--- src/rtl/hz_pkg.sv ---
package hz_pkg;
  typedef enum logic [1:0] {
    FWD_RF    = 2'b00,
    FWD_MEMWB = 2'b01,
    FWD_EXMEM = 2'b10
  } fwd_sel_e;

  localparam int N_OPERANDS = 2;
endpackage

--- src/rtl/hz_fwd_lane.sv ---
module hz_fwd_lane
  import hz_pkg::*;
#(
  parameter int AW = 5
) (
  input  logic [AW-1:0] src_reg,
  input  logic [AW-1:0] exmem_rd,
  input  logic          exmem_wr,
  input  logic [AW-1:0] memwb_rd,
  input  logic          memwb_wr,
  output fwd_sel_e      sel
);
  localparam logic [AW-1:0] REG_ZERO = '0;

  logic ex_hit;
  logic wb_hit;

  always_comb begin
    ex_hit = exmem_wr && (exmem_rd != REG_ZERO) && (exmem_rd == src_reg);
    wb_hit = memwb_wr && (memwb_rd != REG_ZERO) && (memwb_rd == src_reg);
    if (ex_hit)      sel = FWD_EXMEM;
    else if (wb_hit) sel = FWD_MEMWB;
    else             sel = FWD_RF;
  end

  always_comb begin
    a_r7_no_code_11: assert (sel != 2'b11);
    if (src_reg == REG_ZERO) begin
      a_r4_zero_not_forwarded: assert (sel == FWD_RF);
    end
    if (!exmem_wr && !memwb_wr) begin
      a_r5_no_write_no_fwd: assert (sel == FWD_RF);
    end
    if (exmem_wr && memwb_wr && exmem_rd == memwb_rd && exmem_rd == src_reg
        && src_reg != REG_ZERO) begin
      a_r3_newer_wins: assert (sel == FWD_EXMEM);
    end
  end
endmodule

--- src/rtl/hz_load_use.sv ---
module hz_load_use #(
  parameter int AW = 5
) (
  input  logic          idex_mem_rd,
  input  logic [AW-1:0] idex_rt,
  input  logic [AW-1:0] ifid_rs,
  input  logic [AW-1:0] ifid_rt,
  output logic          hit
);
  logic rs_dep;
  logic rt_dep;

  always_comb begin
    rs_dep = (idex_rt == ifid_rs);
    rt_dep = (idex_rt == ifid_rt);
    hit    = idex_mem_rd && (rs_dep || rt_dep);
  end
endmodule

--- src/rtl/hz_unit.sv ---
module hz_unit
  import hz_pkg::*;
#(
  parameter int AW = 5
) (
  input  logic [AW-1:0] ifid_rs,
  input  logic [AW-1:0] ifid_rt,
  input  logic [AW-1:0] idex_rs,
  input  logic [AW-1:0] idex_rt,
  input  logic          idex_mem_rd,
  input  logic [AW-1:0] exmem_rd,
  input  logic          exmem_wr,
  input  logic [AW-1:0] memwb_rd,
  input  logic          memwb_wr,
  output logic [1:0]    fwd_a,
  output logic [1:0]    fwd_b,
  output logic          pc_hold,
  output logic          ifid_hold,
  output logic          idex_bubble
);
  logic [AW-1:0] lane_src [N_OPERANDS];
  fwd_sel_e      lane_sel [N_OPERANDS];
  logic          lu_hit;

  assign lane_src[0] = idex_rs;
  assign lane_src[1] = idex_rt;

  for (genvar g = 0; g < N_OPERANDS; g++) begin : g_lane
    hz_fwd_lane #(.AW(AW)) u_lane (
      .src_reg  (lane_src[g]),
      .exmem_rd (exmem_rd),
      .exmem_wr (exmem_wr),
      .memwb_rd (memwb_rd),
      .memwb_wr (memwb_wr),
      .sel      (lane_sel[g])
    );
  end

  hz_load_use #(.AW(AW)) u_lu (
    .idex_mem_rd (idex_mem_rd),
    .idex_rt     (idex_rt),
    .ifid_rs     (ifid_rs),
    .ifid_rt     (ifid_rt),
    .hit         (lu_hit)
  );

  assign fwd_a       = lane_sel[0];
  assign fwd_b       = lane_sel[1];
  assign pc_hold     = lu_hit;
  assign ifid_hold   = lu_hit;
  assign idex_bubble = lu_hit;

  always_comb begin
    if (!idex_mem_rd) begin
      a_r9_no_stall_without_load: assert (!pc_hold && !idex_bubble);
    end
    if (idex_mem_rd && idex_rt == ifid_rs) begin
      a_r8_stall_on_rs_match: assert (pc_hold && ifid_hold && idex_bubble);
    end
  end
endmodule

--- config.mk ---
export PLATFORM = sky130hd
export DESIGN_NAME = hz_unit
export DESIGN_NICKNAME = d
export VERILOG_FILES = /design/src/rtl/hz_pkg.sv /design/src/rtl/hz_fwd_lane.sv /design/src/rtl/hz_load_use.sv /design/src/rtl/hz_unit.sv
export SDC_FILE = /design/constraint.sdc
export NUM_CORES = 1
export LEC_CHECK = 0
export ABC_CLOCK_PERIOD_IN_PS = 1880
export CAP_MARGIN = 20
export CORE_AREA = 2 2 39 41
export DETAILED_ROUTE_END_ITERATION = 8
export DIE_AREA = 0 0 41 43
export PLACE_DENSITY_LB_ADDON = 0.3
export SYNTH_ARGS = -nofsm -noshare
export SYNTH_HDL_FRONTEND = slang
export SYNTH_HIERARCHICAL = 1
export SYNTH_SLANG_ARGS = --single-unit
--- constraint.sdc ---
create_clock -name vclk -period 1.88
set_input_delay 0.376 -clock vclk [all_inputs]
set_output_delay 0.376 -clock vclk [all_outputs]
set_load 0.01 [all_outputs]
==> impl_metrics.yaml, run 1 <==
route:
  drt_first_pass_iters: 4
  drc: 0
  wl_per_cell_microns: 12.71
  drt_iter0_drc: 4
  wl_microns: 1512
  via_per_inst: 4.992
  vias: 594
  ant_nets: 0
floorplan:
  die_x_microns: 41
  placementRows: 14
  start_util: 0.3228
  ios: 40
  die_area_sq_um: 1763
  die_h_microns: 43
  coreArea_sq_um: 1384
synthesis:
  yosysWarnings: 6
  yosysUniqueCellTypes: 14
  synth_nets: 92
  syn_area_sq_um: 446.7
  syn_avg_cell_area_sq_um: 7.571
  seq_area_frac_synth: 0
  netlist_instances: 59
finish:
  drive_gt1_frac: 0.3495
  register_area_sq_um: 0
  clkbuf_count: 0
  area_delta_synth_final_pct: 97.76
  diodes: 0
  final_nets: 138
  seq_cell_count: 0
  fillers: 138
worst_setup_path:
  cpPeakStageDelay_ns: 0.21
  critPathSlowestCell: "clkdlybuf4s15_1"
  worst-path-max-fanout: 3
  worstSetupStartpointType: "input pin"
  worstPathRequired_ns: 1.50
  endpoint_kind: "output port"
  worstSetupPathType: "input pin to output port"
  path_buf_inv: 2
  path_cells: "clkdlybuf4s15_1, xor2_1, nor3_1, nand3_1, nor3_2, buf_2"
  crit_family: "simple AND/OR/NAND/NOR gates"
  arrival_ns: 1.44
timing:
  finalSetupViolCount: 0
  drv_slew: 0
  tightest_slew_ns: 0.2784
  holdWs_ns: 1.145
  timing.final.hold_violations: 0
  slew_headroom: 0.8124
  final.period_utilization: 0.9638
  period_needed_ns: 1.812
  max_freq_mhz: 551.9
placed_design:
  hpwl_microns: 1252
  portBuffers: 40
  gp_congestion: 0.7614
grt:
  grt_pass1_vias: 570
  overflow: 0
  grt_max_degree: 7
  grt_pass1_wl_microns: 2152
  grt_usage: 0.1678
  antenna_found_initial: 0
run_status:
  status: "finished, final reports clean"
power_and_ir_drop:
  fin_total_pwr_uw: 180.3
  p_sw_uw: 78.65
  p_int_uw: 101.7
  p_sw_frac: 0.4361
  seqPwrFrac: 0
  combPwrFrac: 1.000
  powerDensity_nw_per_um2: 204.1
  total_leakage_power_nw: 0.3966
  peakVddDrop_v: 0.00009271
  pwr-share-clk: 0
run:
  drv_cap: 0
hold_path:
  hp-class: "input pin to output port"
[power by group through the flow]
stage / clock [mW] / sequential, mW / combinational [mW]
after global routing: 0 / 0 / 0.195
after global placement: 0 / 0 / 0.187
final: 0 / 0 / 0.180
after floorplan: 0 / 0 / 0.0723
after detailed placement: 0 / 0 / 0.190
after CTS: 0 / 0 / 0.178
[cell families (layout without fill, tap and decap cells)]
group,after synthesis,count (layout),synth area share
buffers and inverters,4,48,0.06723
AOI/OAI and AO/OA,7,7,0.1653
and+or+nand+nor,22,22,0.2577
xor gates and xnor gates,26,26,0.5098
[routing by layer]
metal | up-vias | share of wire | routed length (microns) | GRT usage
li1 | 296 | - | - | -
met3 | 0 | 0.097 | 147 | 0.02094
met5 | - | 0 | 0 | 0
met2 | 26 | 0.54 | 812 | 0.3438
met4 | 0 | 0 | 0 | 0
met1 | 272 | 0.36 | 551 | 0.1709
[synthesized netlist by cell type]
cell,count,share of area
buf_4,4,0.067
o41ai_2,2,0.073
a211oi_2,2,0.056
nor2_1,2,0.017
xnor2_1,20,0.39
xor2_1,6,0.12
nor3_2,2,0.045
nand2_1,6,0.050
nand4_1,2,0.028
o22ai_1,1,0.014
nand3_1,4,0.045
nor3_1,4,0.045
nor4_1,2,0.028
a21oi_1,2,0.022
[final cells by class]
type,count,area [sq um],area share
multi-input combinational,55,460.4,0.5212
tap,16,20.02,0.02266
timing repair buffer,48,402.9,0.4561
[per-stage QoR]
stage	util	cells	instance area, sq um	TNS, ns	setup slack [ns]
4_1_cts	0.6157	119	852.1	-0.01796	-0.01796
2_1_floorplan	-	59	446.7	0	0.3893
6_report	0.6383	119	883.3	0	0.06802
5_1_grt	0.6383	119	883.3	-0.0004649	-0.0004649
3_5_place_dp	0.6429	118	889.6	-4.474	-0.6934
3_3_place_gp	0.6429	118	889.6	-4.284	-0.6711
[what timing repair did]
action,in CTS,in global routing
endpoints found under the hold margin,0,0
setup endpoints to repair,7,7
resized for setup,59,27
setup buffers,1,0
hold buffers,0,0
cloned,0,0
pin swaps,13,12
[cell usage in the layout (no fill, tap or decap), types with 2 or more instances in the layout]
master / count
xnor2_1: 19
buf_2: 9
clkdlybuf4s50_1: 8
buf_4: 7
dlymetal6s2s_1: 7
nand2_1: 6
xor2_1: 6
clkbuf_2: 6
clkdlybuf4s15_1: 5
nand3_1: 4
dlygate4sd2_1: 4
nor3_2: 3
nor3_1: 3
nor2_1: 2
o41ai_2: 2
a211oi_2: 2
nand4_1: 2
[final timing paths]
check | startpoint | endpoint | slack (ns) | cells after the start
worst max-delay path | idex_rt[1] | fwd_b[0] | 0.07 | 6
worst min-delay path | exmem_wr | fwd_b[1] | 1.15 | 4
Note: power is estimated with default switching activity, not from simulation.
==> run 2, diff against run 1 <==
--- a/config.mk
+++ b/config.mk
@@ -7,9 +7,9 @@
 export LEC_CHECK = 0
 export ABC_CLOCK_PERIOD_IN_PS = 1880
 export CAP_MARGIN = 20
-export CORE_AREA = 2 2 39 41
+export CORE_MARGIN = 2
+export CORE_UTILIZATION = 33
 export DETAILED_ROUTE_END_ITERATION = 8
-export DIE_AREA = 0 0 41 43
 export PLACE_DENSITY_LB_ADDON = 0.3
 export SYNTH_ARGS = -nofsm -noshare
 export SYNTH_HDL_FRONTEND = slang
==> run 2 against run 1 <==
Combinational power decreased by 3%; highest routed layer unchanged; cell count decreased by 2.5%; core utilization increased by 3.6 points; critical path type unchanged.
==> impl_metrics.yaml, run 2 (synthesized netlist as in run 1, its figures left out) <==
finish:
  final_nets: 136
  finalNonFillerCells: 116
  seq_cell_count: 0
  fillers: 122
  final_common_cell: "xnor2_1"
  final_cell_mix: "xnor2_1, dlygate4sd2_1, clkdlybuf4s50_1"
  drive_gt1_frac: 0.3069
  diodes: 0
  clkbuf_count: 0
  register_area_sq_um: 0
  area_delta_synth_final_pct: 94.12
grt:
  grt_pass1_vias: 528
  overflow: 0
  grt_usage: 0.1752
  antenna_found_initial: 0
  grt_pass1_wl_microns: 2049
  grt_max_degree: 7
route:
  drc: 0
  ant_nets: 0
  drt_iter0_drc: 10
  drt_first_pass_iters: 4
  wl_per_cell_microns: 11.99
  wl_microns: 1391
  vias: 568
  via_per_inst: 4.897
power_and_ir_drop:
  p_int_uw: 100.5
  seqPwrFrac: 0
  p_sw_frac: 0.4250
  combPwrFrac: 1.000
  pwr-share-clk: 0
  total_leakage_power_nw: 0.3930
  powerDensity_nw_per_um2: 201.6
  peakVddDrop_v: 0.0001095
  p_sw_uw: 74.27
timing:
  tns_ns: 0
  drv_slew: 0
  final.period_utilization: 0.9653
  slew_headroom: 0.8063
  period_needed_ns: 1.815
  max_freq_mhz: 551.0
  timing.final.hold_violations: 0
  finalSetupViolCount: 0
  tightest_slew_ns: 0.2879
  final.setup.worst_slack_ns: 0.06520
  rsz0062_at_grt: "false"
floorplan:
  ios: 40
  die_x_microns: 40.79
  placementRows: 13
  die_area_sq_um: 1664
  die_h_microns: 40.79
  coreArea_sq_um: 1285
  start_util: 0.3476
hold_path:
  whs_path_depth: 5
  hold_start: "ifid_rt[3]"
  hp-class: "input pin to output port"
  hold_path_end: "idex_bubble"
run:
  drv_cap: 0
worst_setup_path:
  worstSetupPathType: "input pin to output port"
  endpoint_kind: "output port"
  worstPathRequired_ns: 1.50
  worstSetupStartpointType: "input pin"
  arrival_ns: 1.44
  worst-path-max-fanout: 2
placed_design:
  gp_congestion: 0.7579
  dpl.cell_count: 117
  portBuffers: 40
  pre_cts_ws_ns: -0.6663
  hpwl_microns: 1188
clock_network:
  hold_buffers: 0
run_status:
  status: "finished, final reports clean"
run 2: cell types whose count changed in the layout (fill, tap and decap cells not counted), sizes merged:
cell,before,now
buf,17,13
clkbuf,6,4
dlygate4sd2,4,8
run 2: final cells by class:
cell class,count,area [sq um],area share
repair buffers,46,401.6,0.4632
well taps,15,18.77,0.02165
multi-input cells,55,446.7,0.5152
run 2: metrics by stage:
stage | hold WS [ns] | cell area (sq um) | power [mW] | utilization
3_5_place_dp | 1.794 | 888.4 | 0.1882 | 0.6913
3_3_place_gp | 1.784 | 888.4 | 0.1840 | 0.6913
5_1_grt | 1.301 | 867.1 | 0.1919 | 0.6748
6_report | 1.236 | 867.1 | 0.1748 | 0.6748
2_1_floorplan | 0.8614 | 446.7 | 0.07225 | -
4_1_cts | 1.307 | 845.8 | 0.1748 | 0.6582
run 2: repair_timing:
item                                    CTS  global route
resized for setup                        54            21
buffers inserted                          0             0
pin swaps                                11            13
endpoints found under the setup margin    7             7
run 2: worst max-delay path by stage:
stage,cells after the start,endpoint,start,slack [ns]
floorplan,4,ifid_hold,ifid_rs[2],0.39
global placement,5,fwd_a[0],exmem_rd[0],-0.61
detailed placement,5,fwd_a[0],exmem_rd[0],-0.67
CTS,6,fwd_b[0],idex_rt[1],0.007
global route,5,fwd_b[0],exmem_rd[3],0.0006
finish,4,fwd_a[1],exmem_wr,0.07
run 2: worst max-delay path: stages:
cell             delay [ns]
clkdlybuf4s50_1        0.48
nand2_1                0.06
a211oi_2               0.25
clkdlybuf4s15_2        0.26
run 2: per-layer routing:
metal  routed length [microns]  GRT usage  vias up
met5                         0          0        -
met4                         0          0        0
met3                       147    0.02174        0
met2                       710     0.3672       29
met1                       534     0.1891      249
li1                          -          -      290
run 2: power by group through the flow:
stage | sequential (mW) | clock [mW] | combinational (mW)
2_1_floorplan | 0 | 0 | 0.0723
3_3_place_gp | 0 | 0 | 0.184
3_5_place_dp | 0 | 0 | 0.188
4_1_cts | 0 | 0 | 0.175
5_1_grt | 0 | 0 | 0.192
6_report | 0 | 0 | 0.175
